--- src/rtl/synth_cfg_pkg.sv ---
// Package: shared sizing defaults for the synthesizer serial control port.
// Assumes: nothing; constants only.
package synth_cfg_pkg;
    localparam int CFG_WORD_W     = 22;   // bits held by the shift register
    localparam int CFG_ADDR_W     = 2;    // address field at the word's low end
    localparam int CFG_SYNC_DEPTH = 2;    // flops per pin synchronizer
endpackage

--- src/rtl/cfg_pin_sync.sv ---
// Module: cfg_pin_sync
// Brings W asynchronous pins into the clk domain through a chain of
// DEPTH flops per pin. Assumes: DEPTH >= 2 and pins held for several cycles.
module cfg_pin_sync #(
    parameter int W     = 3,
    parameter int DEPTH = 2
) (
    input  logic         clk,
    input  logic         rst_n,
    input  logic [W-1:0] pin_i,
    output logic [W-1:0] lvl_o
);
    logic [W-1:0] chain [DEPTH];

    // Shift the pin samples down the synchronizer chain.
    always_ff @(posedge clk) begin
        if (!rst_n) begin
            for (int k = 0; k < DEPTH; k++) chain[k] <= '0;
        end else begin
            chain[0] <= pin_i;
            for (int k = 1; k < DEPTH; k++) chain[k] <= chain[k-1];
        end
    end

    assign lvl_o = chain[DEPTH-1];
endmodule

--- src/rtl/cfg_rise_detect.sv ---
// Module: cfg_rise_detect
// Produces a one-cycle pulse for each low-to-high change of W synchronized
// levels. Assumes: inputs are already in the clk domain.
module cfg_rise_detect #(
    parameter int W = 2
) (
    input  logic         clk,
    input  logic         rst_n,
    input  logic [W-1:0] lvl_i,
    output logic [W-1:0] rise_o
);
    logic [W-1:0] prev_q;

    // Remember last cycle's levels for edge comparison.
    always_ff @(posedge clk) begin
        if (!rst_n) prev_q <= '0;
        else        prev_q <= lvl_i;
    end

    assign rise_o = lvl_i & ~prev_q;

    AST_EDGE_SINGLE: assert property (@(posedge clk) disable iff (!rst_n)
        (rise_o & $past(rise_o)) == '0);
endmodule

--- src/rtl/cfg_shifter.sv ---
// Module: cfg_shifter
// W-bit shift register; on shift_en the new bit enters at bit 0 and the
// oldest bit leaves from the top. Assumes: shift_en is a one-cycle pulse.
module cfg_shifter #(
    parameter int W = 22
) (
    input  logic         clk,
    input  logic         rst_n,
    input  logic         shift_en,
    input  logic         bit_i,
    output logic [W-1:0] word_o
);
    // Move one bit in per shift request.
    always_ff @(posedge clk) begin
        if (!rst_n)        word_o <= '0;
        else if (shift_en) word_o <= {word_o[W-2:0], bit_i};
    end

    AST_SHIFT_STEP: assert property (@(posedge clk) disable iff (!rst_n)
        shift_en |=> word_o[W-1:1] == $past(word_o[W-2:0]));
    AST_SHIFT_IDLE: assert property (@(posedge clk) disable iff (!rst_n)
        !shift_en |=> $stable(word_o));
endmodule

--- src/rtl/cfg_latch_bank.sv ---
// Module: cfg_latch_bank
// Holds 2**ADDR_W setting registers of PAY_W bits. On load_en, the word's
// payload goes to the register named by its low ADDR_W bits, and that
// register's strobe pulses once. Assumes: load_en is a one-cycle pulse.
module cfg_latch_bank #(
    parameter int ADDR_W = 2,
    parameter int PAY_W  = 20,
    localparam int N_REG  = 1 << ADDR_W,
    localparam int WORD_W = PAY_W + ADDR_W
) (
    input  logic                   clk,
    input  logic                   rst_n,
    input  logic                   load_en,
    input  logic [WORD_W-1:0]      word_i,
    output logic [N_REG*PAY_W-1:0] q_o,
    output logic [N_REG-1:0]       stb_o
);
    logic [ADDR_W-1:0] addr;
    logic [PAY_W-1:0]  payload;

    assign addr    = word_i[ADDR_W-1:0];
    assign payload = word_i[WORD_W-1:ADDR_W];

    for (genvar g = 0; g < N_REG; g++) begin : g_slot
        logic hit;
        assign hit = load_en && (addr == ADDR_W'(g));

        // Capture the payload and raise this slot's strobe on an addressed load.
        always_ff @(posedge clk) begin
            if (!rst_n) begin
                q_o[g*PAY_W +: PAY_W] <= '0;
                stb_o[g]              <= 1'b0;
            end else begin
                stb_o[g] <= hit;
                if (hit) q_o[g*PAY_W +: PAY_W] <= payload;
            end
        end

        AST_PAYLOAD_STORED: assert property (@(posedge clk) disable iff (!rst_n)
            stb_o[g] |-> q_o[g*PAY_W +: PAY_W] == $past(word_i[WORD_W-1:ADDR_W]));
    end

    AST_ONE_STROBE: assert property (@(posedge clk) disable iff (!rst_n)
        $onehot0(stb_o));
    AST_STROBE_WIDTH: assert property (@(posedge clk) disable iff (!rst_n)
        (|stb_o) |=> !(|stb_o));
    AST_HOLD_IDLE: assert property (@(posedge clk) disable iff (!rst_n)
        !load_en |=> $stable(q_o));
endmodule

--- src/rtl/synth_cfg_port.sv ---
// Module: synth_cfg_port (top)
// Serial control port: synchronizes the three host pins, shifts the data
// pin on serial clock rises and routes the payload to one of four
// setting registers on load strobe rises. Assumes: each pin level is held
// for more than SYNC_DEPTH+1 clk cycles, and the load strobe and serial
// clock never rise together.
module synth_cfg_port
    import synth_cfg_pkg::*;
#(
    parameter int WORD_W     = CFG_WORD_W,
    parameter int ADDR_W     = CFG_ADDR_W,
    parameter int SYNC_DEPTH = CFG_SYNC_DEPTH,
    localparam int PAY_W = WORD_W - ADDR_W,
    localparam int N_REG = 1 << ADDR_W
) (
    input  logic                   clk,
    input  logic                   rst_n,
    input  logic                   ser_clk_i,
    input  logic                   ser_data_i,
    input  logic                   ser_le_i,
    output logic [WORD_W-1:0]      shift_view_o,
    output logic [N_REG*PAY_W-1:0] latch_q_o,
    output logic [N_REG-1:0]       upd_stb_o
);
    logic [2:0]        pin_lvl;   // {load, data, sclk}
    logic [1:0]        pin_rise;  // {load, sclk}
    logic [WORD_W-1:0] sr_word;

    cfg_pin_sync #(.W(3), .DEPTH(SYNC_DEPTH)) u_sync (
        .clk   (clk),
        .rst_n (rst_n),
        .pin_i ({ser_le_i, ser_data_i, ser_clk_i}),
        .lvl_o (pin_lvl)
    );

    cfg_rise_detect #(.W(2)) u_rise (
        .clk    (clk),
        .rst_n  (rst_n),
        .lvl_i  ({pin_lvl[2], pin_lvl[0]}),
        .rise_o (pin_rise)
    );

    cfg_shifter #(.W(WORD_W)) u_shift (
        .clk      (clk),
        .rst_n    (rst_n),
        .shift_en (pin_rise[0]),
        .bit_i    (pin_lvl[1]),
        .word_o   (sr_word)
    );

    cfg_latch_bank #(.ADDR_W(ADDR_W), .PAY_W(PAY_W)) u_bank (
        .clk     (clk),
        .rst_n   (rst_n),
        .load_en (pin_rise[1]),
        .word_i  (sr_word),
        .q_o     (latch_q_o),
        .stb_o   (upd_stb_o)
    );

    assign shift_view_o = sr_word;

    AST_LOAD_NOT_SHIFT: assert property (@(posedge clk) disable iff (!rst_n)
        (|upd_stb_o) |-> $stable(shift_view_o));
endmodule

--- config.mk ---
export PLATFORM = sky130hd
export DESIGN_NAME = synth_cfg_port
export DESIGN_NICKNAME = d
export VERILOG_FILES = /design/src/rtl/synth_cfg_pkg.sv /design/src/rtl/cfg_pin_sync.sv /design/src/rtl/cfg_rise_detect.sv /design/src/rtl/cfg_shifter.sv /design/src/rtl/cfg_latch_bank.sv /design/src/rtl/synth_cfg_port.sv
export SDC_FILE = /design/constraint.sdc
export NUM_CORES = 1
export LEC_CHECK = 0
export ABC_AREA = 1
export BUFFER_PORTS_ARGS = -buffer_cell sky130_fd_sc_hd__buf_2
export CORE_MARGIN = 2
export CORE_UTILIZATION = 50
export CTS_BUF_LIST = sky130_fd_sc_hd__clkbuf_4 sky130_fd_sc_hd__clkbuf_8 sky130_fd_sc_hd__clkbuf_16
export DETAILED_ROUTE_END_ITERATION = 10
export PLACE_DENSITY = 0.76
export SLEW_MARGIN = 10
export SYNTH_ARGS = -nofsm -noshare
export SYNTH_HDL_FRONTEND = slang
export SYNTH_SLANG_ARGS = --single-unit
--- constraint.sdc ---
create_clock -name clk -period 1.7 [get_ports clk]
set_clock_uncertainty 0.15 [all_clocks]
set_input_delay 0.085 -clock clk [delete_from_list [all_inputs] [get_ports clk]]
set_output_delay 0.085 -clock clk [all_outputs]
set_load 0.005 [all_outputs]
==> results of run 1 <==
## report_power, final
| group | switching [uW] | total [uW] | internal, uW |
|---|---|---|---|
| Sequential | 41.5 | 2790 | 2750 |
| Combinational | 283 | 448 | 165 |
| Clock | 1140 | 3630 | 2500 |
| Total | 1460 | 6870 | 5410 |
## kinds of logic after synthesis
kind of cell / share of synthesized area [%]
simple gates: 31.12
flops: 53.40
buf+inv: 7.992
compound gates: 7.494
## routing by layer
| metal | track usage (%) | part of all wire, % | vias up |
|---|---|---|---|
| li1 | - | - | 2059 |
| met1 | 28.65 | 41 | 1910 |
| met2 | 41.15 | 49 | 181 |
| met3 | 7.680 | 8.6 | 23 |
| met4 | 12.21 | 2.2 | 0 |
| met5 | 0 | 0 | - |
## through the flow
step                TNS [ns]  area, sq um  instances  total power, uW
global placement    -0.03322         4941        771             3255
floorplan                  0         4274        579             3109
finish                     0         5628        808             6866
CTS                        0         5628        808             6895
detailed placement    -1.107         4941        771             3269
global route               0         5628        808             7062
## repair_timing
item,4_1_cts,5_1_grt
endpoints found under the hold margin,77,0
setup endpoints to repair,20,0
gates resized for setup,1,0
hold buffers,7,0
## final timing paths
| kind | start | endpoint | slack [ns] | cells after the start |
|---|---|---|---|---|
| worst min-delay path | u_sync.chain[0][0]$_SDFF_PN0_ | u_sync.chain[0][3]$_SDFF_PN0_ | 0.26 | 2 |
| worst min register to register | u_sync.chain[0][0]$_SDFF_PN0_ | u_sync.chain[0][3]$_SDFF_PN0_ | 0.26 | 2 |
| worst max-delay path | u_shift.word_o[1]$_SDFFE_PN0P_ | u_bank.q_o[39]$_SDFFE_PN0P_ | 0.24 | 5 |
| worst max register to register | u_shift.word_o[1]$_SDFFE_PN0P_ | u_bank.q_o[39]$_SDFFE_PN0P_ | 0.24 | 5 |
## placed cells by master, fill, tap and decap left out
cell type / netlist / routed
o21ai_0: 22 / 22
clkbuf_16: 0 / 16
clkbuf_4: 0 / 3
a21oi_1: 42 / 42
clkbuf_8: 0 / 7
nand2_1: 93 / 93
dfxtp_1: 114 / 114
nor3_1: 3 / 3
clkinv_2: 0 / 1
nor2_4: 1 / 1
buf_12: 0 / 4
buf_4: 6 / 15
inv_1: 32 / 32
buf_2: 24 / 110
dlygate4sd3_1: 0 / 7
nor4_1: 1 / 1
nor2_1: 146 / 144
nand3_1: 80 / 80
inv_2: 3 / 3
nor2_2: 0 / 2
bufinv_16: 0 / 3
## registers in the layout (all words and copies together), names as in the netlist
| signal | count |
|---|---|
| u_bank.q_o | 80 |
| u_rise.prev_q | 2 |
| u_sync.chain | 6 |
| u_shift.word_o | 22 |
| u_bank.stb_o | 4 |
## layout make-up
type	count	area share, %
timing repair buffer	136	14.45
clock buffer	26	9.226
sequential	114	40.55
tap	105	2.334
inverter	35	2.334
multi-input combinational	388	29.41
clock inverter	4	1.690
## worst max-delay path, cell delays in order (launching register included)
cell and delay, ns:
dfxtp_1 0.33, inv_2 0.06, nand2_1 0.07, nor2_2 0.57
nor2_1 0.10, nor2_1 0.12
==> impl_metrics.csv, run 1 <==
group,metric,value,unit
synth,ys_seq_elements,114,
grt,grt_use_total,24.65,%
setup_path,critPathArrivalTime,1.76,ns
floorplan,core_area,8258,sq um
power_and_ir_drop,power.density,1220,nW/um^2
timing,setup_viol,0,
finish,finish.utilization,68.15,%
synth,syn_avg_cell_area,7.382,sq um
synth,synth_area,4274,sq um
grt,overflow,0,
clocking,cts_tree,"yes",
grt,grt_antenna_before_repair,0,
clocking,insertion_delay,0.51,ns
clocking,cts_sinks,114,
finish,drive_above_1_share,23.47,%
synth,yosys_warnings,0,
place,dp_hpwl,7431,um
synth,yosysMostFrequentCell,"nor2_1",
floorplan,initial_core_util,51.76,%
setup_path,crit_fanout,20,
flow_run,cap_violations,0,
timing,drv_slew,0,
finish,final_nets,697,
finish,fillers,685,
synth,synth-edff-count,0,
drt,routedWlPerCell,13.82,um
finish,regArea,2282,sq um
clocking,numCtsBuffers,17,
timing,period_share,85.65,%
synth,async_flop_share,0,%
clocking,cts.clk_slew.worst_paths,0.05,ns
clocking,clockBufferDepth,2,
synth,yosysSeqAreaShare,53.40,%
timing,layout_setup_ws,0.2439,ns
synth,yosys.area.top_type,"dfxtp_1",
timing,hold-worst-slack,0.2641,ns
place,routabilityCongestion,0.9069,
finish,multi_input_area,1655,sq um
synth,synth-main-ff-cell,"dfxtp_1",
floorplan,rows,33,
worst_hold_path,holdCritPathClass,"reg -> reg",
drt,routed_wl,11160,um
floorplan,io_pins,111,
timing,rsz0062_at_grt,"no",
synth,synthCells,579,
timing,slew_headroom,51.12,%
setup_path,worstPathRequired,2.00,ns
setup_path,worstSetupPathType,"reg -> reg",
drt,routed_via_density,5.165,
synth,synthTopCellsByCount,"nor2_1 (146), dfxtp_1 (114), nand2_1 (93)",
synth,postSynthNetCount,584,
setup_path,critPathCaptureType,"register",
timing,worst_pin_slew,0.7324,ns
timing,max_freq,686.8,MHz
clocking,h-tree-depth,4,
timing,finalCriticalPeriod,1.456,ns
timing,finalHoldViolations,0,
drt,antenna_left,0,
finish,diodes,0,
drt,dr.pass1.iters,7,
run_status,status,"complete, no violations",
grt,grt_pass1_vias,3827,
clocking,cts-root-buf,"clkbuf_8",
drt,drc_errors,0,
grt,grt_max_degree,56,
synth,synth_cell_type_count,15,
place,numPortBuffers,110,
drt,drtIter0Drc,234,
power_and_ir_drop,p_leak,0.002695,uW
grt,grt_pass1_wl,17320,um
power_and_ir_drop,ir_worst_vdd,0.0006788,V
floorplan,dieWidth,96.46,um
finish,area_delta_synth_final,31.67,%
clocking,post-cts-setup-buffers,0,
synth,synth_area_leaders,"dfxtp_1 (53%), nor2_1 (13%), nand3_1 (9.4%), nand2_1 (8.2%), a21oi_1 (4.9%)",
setup_path,start_kind,"register",
place,pre_cts_ws,-0.08571,ns
synth,synth_top_area_share,53.40,%
drt,vias,4173,
floorplan,die_h,96.46,um
floorplan,die_area,9304,sq um
(Power assumes the default switching activity.)
==> run 2: changes to the inputs <==
CORE_ASPECT_RATIO = 1.5   (was unset)
SKIP_CTS_REPAIR_TIMING = 1   (was unset)
==> run 2 against run 1 <==
Compared with the run above:
- utilization shrank 1.8 points
- global-route usage shrank 0.078 points
- non-clock buffer count shrank 1
- critical path type unchanged
- design area shrank 1.4%
- via count decreased by 2.1%
- maximum frequency shrank 5.6%
- clock-buffer cell count did not move
- flip-flop and latch count did not move
- first-iteration DRC count unchanged
- die area up 0.17%
- combinational power fell by 3%
- setup slack got worse by 0.087 ns
==> impl_metrics.csv, run 2 (synthesis gave the netlist of run 1 again) <==
group,metric,value,unit
timing,finalCriticalPeriod,1.543,ns
clocking,cts_sinks,114,
setup_path,worstSetupPathType,"reg -> reg",
clocking,cts_tree,"yes",
clocking,h-tree-depth,4,
drt,antenna_left,0,
power_and_ir_drop,ir_worst_vdd,0.0008204,V
timing,rsz0062_at_grt,"no",
grt,grt_antenna_before_repair,0,
timing,slew_headroom,49.79,%
finish,final_nets,696,
drt,dr_wl_met2,5894,um
timing,worst_pin_slew,0.7523,ns
finish,fillers,724,
power_and_ir_drop,p_clk_share,51.0,%
timing,drv_slew,0,
clocking,clockBufferDepth,2,
place,routabilityCongestion,0.8799,
finish,fin_area,5550,sq um
place,dp_hpwl,7509,um
floorplan,rows,41,
grt,grt_max_degree,57,
clocking,numCtsBuffers,17,
drt,dr_wl_met3,630,um
setup_path,crit_fanout,20,
drt,drc_errors,0,
finish,largest-register,"u_bank.q_o",
timing,tns,0,ns
power_and_ir_drop,p_leak,0.002669,uW
power_and_ir_drop,power.density,1185,nW/um^2
floorplan,die_h,117.2,um
power_and_ir_drop,power.switching,1431,uW
setup_path,critPathCaptureType,"register",
timing,setup_viol,0,
flow_run,cap_violations,0,
place,numPortBuffers,110,
floorplan,die_area,9319,sq um
finish,drive_above_1_share,23.90,%
grt,grt_pass1_wl,17530,um
setup_path,start_kind,"register",
finish,largest_reg_flops,80,
floorplan,dieWidth,79.49,um
place,place_area,4933,sq um
clocking,cts-root-buf,"clkbuf_16",
clocking,insertion_delay,0.41,ns
floorplan,initial_core_util,51.11,%
drt,routedWlPerCell,13.57,um
setup_path,crit_top_cell,"nor2_1",
drt,vias,4087,
clocking,cts.clk_slew.worst_paths,0.05,ns
timing,max_freq,648.2,MHz
setup_path,critPathArrivalTime,1.73,ns
grt,overflow,0,
worst_hold_path,holdCritPathClass,"in -> reg",
drt,routed_via_density,5.046,
timing,finalHoldViolations,0,
power_and_ir_drop,p_sw_share,21.76,%
setup_path,cp_slowest_cell,"nor2_2",
grt,grt_use_total,24.58,%
setup_path,crit_chain,"nand2_1 -> nor2_2 -> nor2_1 -> nor2_1",
finish,reg_top3,"u_bank.q_o: 80 flops, u_shift.word_o: 22 flops, u_sync.chain: 6 flops",
drt,met1Wirelength,4142,um
drt,dr.max_layer_used,"met4",
power_and_ir_drop,seqPwrFrac,42.4,%
grt,grt_pass1_vias,3809,
finish,area_delta_synth_final,29.86,%
run_status,status,"complete, no violations",
power_and_ir_drop,pwr-share-comb,6.6,%
timing,period_share,90.75,%
drt,drtIter0Drc,234,
floorplan,io_pins,111,
setup_path,worstPathRequired,1.89,ns
finish,final_common_cell,"nor2_1",
drt,dr.pass1.iters,5,
setup_path,critical-path-max-stage-delay,0.60,ns
drt,routed_wl,10990,um
finish,diodes,0,
timing,hold-worst-slack,0.2489,ns
power_and_ir_drop,intPower,5147,uW
finish,mostFrequentLayoutCells,"nor2_1 (144), dfxtp_1 (114), buf_2 (110), nand2_1 (93), nand3_1 (80)",
floorplan,core_area,8362,sq um
## run 2: cell types whose count changed in the layout (fill, tap and decap cells not counted)
cell,delta
buf_12,-2
buf_4,+4
bufinv_16,-2
clkbuf_16,+1
clkbuf_4,+1
clkbuf_8,-2
clkinv_2,+3
dlygate4sd3_1,-3
## run 2: worst paths after layout
path                                               startpoint                            end  slack [ns]  depth (start not counted)
worst max-delay path            u_sync.chain[0][5]$_SDFF_PN0_    u_bank.q_o[34]$_SDFFE_PN0P_        0.16                          4
worst min-delay path                               ser_data_i  u_sync.chain[0][1]$_SDFF_PN0_        0.25                          4
worst max register to register  u_sync.chain[0][5]$_SDFF_PN0_    u_bank.q_o[34]$_SDFFE_PN0P_        0.16                          4
worst min register to register  u_sync.chain[0][0]$_SDFF_PN0_  u_sync.chain[0][3]$_SDFF_PN0_        0.27                          2
## run 2: final cells by class
class	instances	area (sq um)	area share, %
inverters	35	131.4	2.367
flip-flops and latches	114	2282	41.12
clock inverters	5	50.05	0.9017
multi-input cells	388	1655	29.82
repair buffers	135	773.2	13.93
well taps	107	133.9	2.412
clock buffers	26	524.3	9.445
## run 2: worst max-delay path, delay by kind of cell (launching register included)
kind             cells  cell delay (ns)
flip-flops           1             0.36
AND/OR/NAND/NOR      4             0.97
## run 2: power by group through the flow
stage	Combinational, uW	Clock (uW)	Sequential, uW
after floorplan	266	0	2840
after global placement	416	0	2840
after detailed placement	424	0	2840
after CTS	429	3390	2790
after global routing	491	3520	2790
final	435	3350	2790
## run 2: routing by layer
metal,track usage (%),up-vias
li1,-,2050
met1,26.29,1865
met2,44.15,145
met5,0,-
met3,7.132,27
met4,11.61,0
## run 2: through the flow
step	cells	worst slack [ns]	utilization, %	total power [uW]
after floorplan	579	0.4900	-	3109
after global placement	775	-0.05291	59.00	3254
after detailed placement	775	-0.1183	59.00	3264
after CTS	806	-0.2347	65.87	6611
after global routing	810	0.02359	66.38	6799
final	810	0.1572	66.38	6578
==> run 3: changes to the inputs <==
==> constraint.sdc (replaced) <==
create_clock -name clk -period 1.9 [get_ports clk]
set_clock_uncertainty 0.15 [all_clocks]
set_input_delay 0.095 -clock clk [delete_from_list [all_inputs] [get_ports clk]]
set_output_delay 0.095 -clock clk [all_outputs]
set_load 0.01 [all_outputs]
==> run 3 against run 2 <==
Compared with the run above:
- die area stayed put
- final cell count is 0.37% lower
- clock-buffer cell count stayed put
- critical path depth is 2 higher
- global-route usage hardly changed
- combinational power is 6.9% lower
- clock power is 10% lower
==> impl_metrics.csv, run 3 (synthesis gave the netlist of run 1 again) <==
group,metric,value,unit
floorplan,rows,41,
finish,reg_top3,"u_bank.q_o: 80 flops, u_shift.word_o: 22 flops, u_sync.chain: 6 flops",
power_and_ir_drop,p_leak,0.002651,uW
finish,mostFrequentLayoutCells,"nor2_1 (143), dfxtp_1 (114), buf_2 (110), nand2_1 (93), nand3_1 (80)",
finish,final_nets,693,
setup_path,cp_slowest_cell,"nor2_2",
finish,area_delta_synth_final,29.04,%
place,dp.cells,773,
drt,routed_via_density,5.114,
setup_path,crit_top_cell,"nor2_1",
timing,max_freq,605.7,MHz
power_and_ir_drop,power.density,1072,nW/um^2
finish,largest_reg_flops,80,
floorplan,io_pins,111,
finish,fin_area,5515,sq um
timing,rsz0062_at_grt,"no",
flow_run,cap_violations,0,
place,dp_hpwl,7475,um
drt,drc_errors,0,
place,numPortBuffers,110,
drt,routedWlPerCell,13.71,um
setup_path,worstPathRequired,2.08,ns
grt,grt_antenna_before_repair,0,
clocking,cts.clk_slew.worst_paths,0.05,ns
power_and_ir_drop,power.switching,1311,uW
place,place_area,4906,sq um
power_and_ir_drop,p_sw_share,22.18,%
power_and_ir_drop,seqPwrFrac,42.2,%
floorplan,core_area,8362,sq um
timing,drv_slew,0,
floorplan,die_area,9319,sq um
drt,vias,4127,
grt,overflow,0,
finish,drive_above_1_share,23.86,%
timing,slew_headroom,49.58,%
setup_path,critPathCaptureType,"register",
finish,fillers,741,
finish,diodes,0,
finish,largest-register,"u_bank.q_o",
floorplan,dieWidth,79.49,um
power_and_ir_drop,ir_worst_vdd,0.0007211,V
worst_hold_path,holdCritPathClass,"in -> reg",
power_and_ir_drop,intPower,4602,uW
grt,grt_pass1_vias,3621,
setup_path,crit_chain,"buf_4 -> inv_2 -> nand2_1 -> nor2_2 -> nor2_1 -> nor2_1",
clocking,h-tree-depth,4,
power_and_ir_drop,pwr-share-comb,6.9,%
timing,finalHoldViolations,0,
grt,grt_max_degree,81,
setup_path,crit_fanout,20,
floorplan,die_h,117.2,um
timing,period_share,86.89,%
place,routabilityCongestion,0.8495,
clocking,clockBufferDepth,2,
finish,stdcell_count,807,
timing,hold-worst-slack,0.01585,ns
clocking,cts_sinks,114,
run_status,status,"complete, no violations",
clocking,numCtsBuffers,17,
setup_path,critPathArrivalTime,1.83,ns
drt,routed_wl,11060,um
setup_path,critical-path-max-stage-delay,0.59,ns
clocking,cts_tree,"yes",
power_and_ir_drop,p_clk_share,51.0,%
grt,grt_use_total,24.59,%
drt,antenna_left,0,
timing,finalCriticalPeriod,1.651,ns
drt,dr.pass1.iters,6,
setup_path,start_kind,"register",
finish,final_common_cell,"nor2_1",
drt,drtIter0Drc,278,
clocking,insertion_delay,0.40,ns
timing,worst_pin_slew,0.7555,ns
clocking,cts-root-buf,"clkbuf_16",
grt,grt_pass1_wl,17260,um
timing,setup_viol,0,
setup_path,worstSetupPathType,"reg -> reg",
floorplan,initial_core_util,51.11,%
==> run 3: cell types whose count changed in the layout (fill, tap and decap cells not counted), sizes merged <==
cell	before	now
buf	131	129
dlygate4sd3	4	3
==> run 3: stage by stage <==
stage | power (uW) | setup slack (ns) | TNS (ns) | utilization (%)
2_1_floorplan | 2802 | 0.6440 | 0 | -
3_3_place_gp | 2926 | -0.02348 | -0.3706 | 58.67
3_5_place_dp | 2937 | -0.1123 | -1.643 | 58.67
4_1_cts | 5937 | -0.1277 | -2.024 | 65.54
5_1_grt | 6119 | 0.1022 | 0 | 65.96
6_report | 5913 | 0.2490 | 0 | 65.96
==> run 3: final timing paths <==
kind	from	to	slack (ns)	cells past startpoint
max	u_shift.word_o[1]$_SDFFE_PN0P_	u_bank.q_o[25]$_SDFFE_PN0P_	0.25	6
min	rst_n	u_rise.prev_q[1]$_SDFF_PN0_	0.02	4
max reg2reg	u_shift.word_o[1]$_SDFFE_PN0P_	u_bank.q_o[25]$_SDFFE_PN0P_	0.25	6
min reg2reg	u_sync.chain[0][2]$_SDFF_PN0_	u_sync.chain[0][5]$_SDFF_PN0_	0.27	2
==> run 3: layout make-up <==
cell class	count	area, sq um	area share (%)
Inverter	35	131.4	2.382
Timing Repair Buffer	132	735.7	13.34
Multi-Input combinational cell	388	1658	30.06
Clock buffer	26	524.3	9.505
Clock inverter	5	50.05	0.9074
Sequential cell	114	2282	41.38
Tap cell	107	133.9	2.427
==> run 3: critical path: cells and delay by family, from the launching register on <==
family | cells | cell delay, ns
AND/OR/NAND/NOR | 4 | 0.89
flip-flops | 1 | 0.31
buffers and inverters | 2 | 0.23
==> run 3: metal layers <==
metal	track usage [%]	part of all wire, %	vias up
met5	0	0	-
met3	7.975	5.6	29
met1	26.23	38	1900
li1	-	-	2047
met4	14.14	4.1	0
met2	42.41	52	151
==> run 3: power by group through the flow <==
stage	combinational, uW	sequential (uW)	clock, uW
CTS	400	2490	3040
finish	405	2490	3010
floorplan	237	2560	0
global placement	388	2540	0
global route	452	2500	3170
detailed placement	397	2540	0
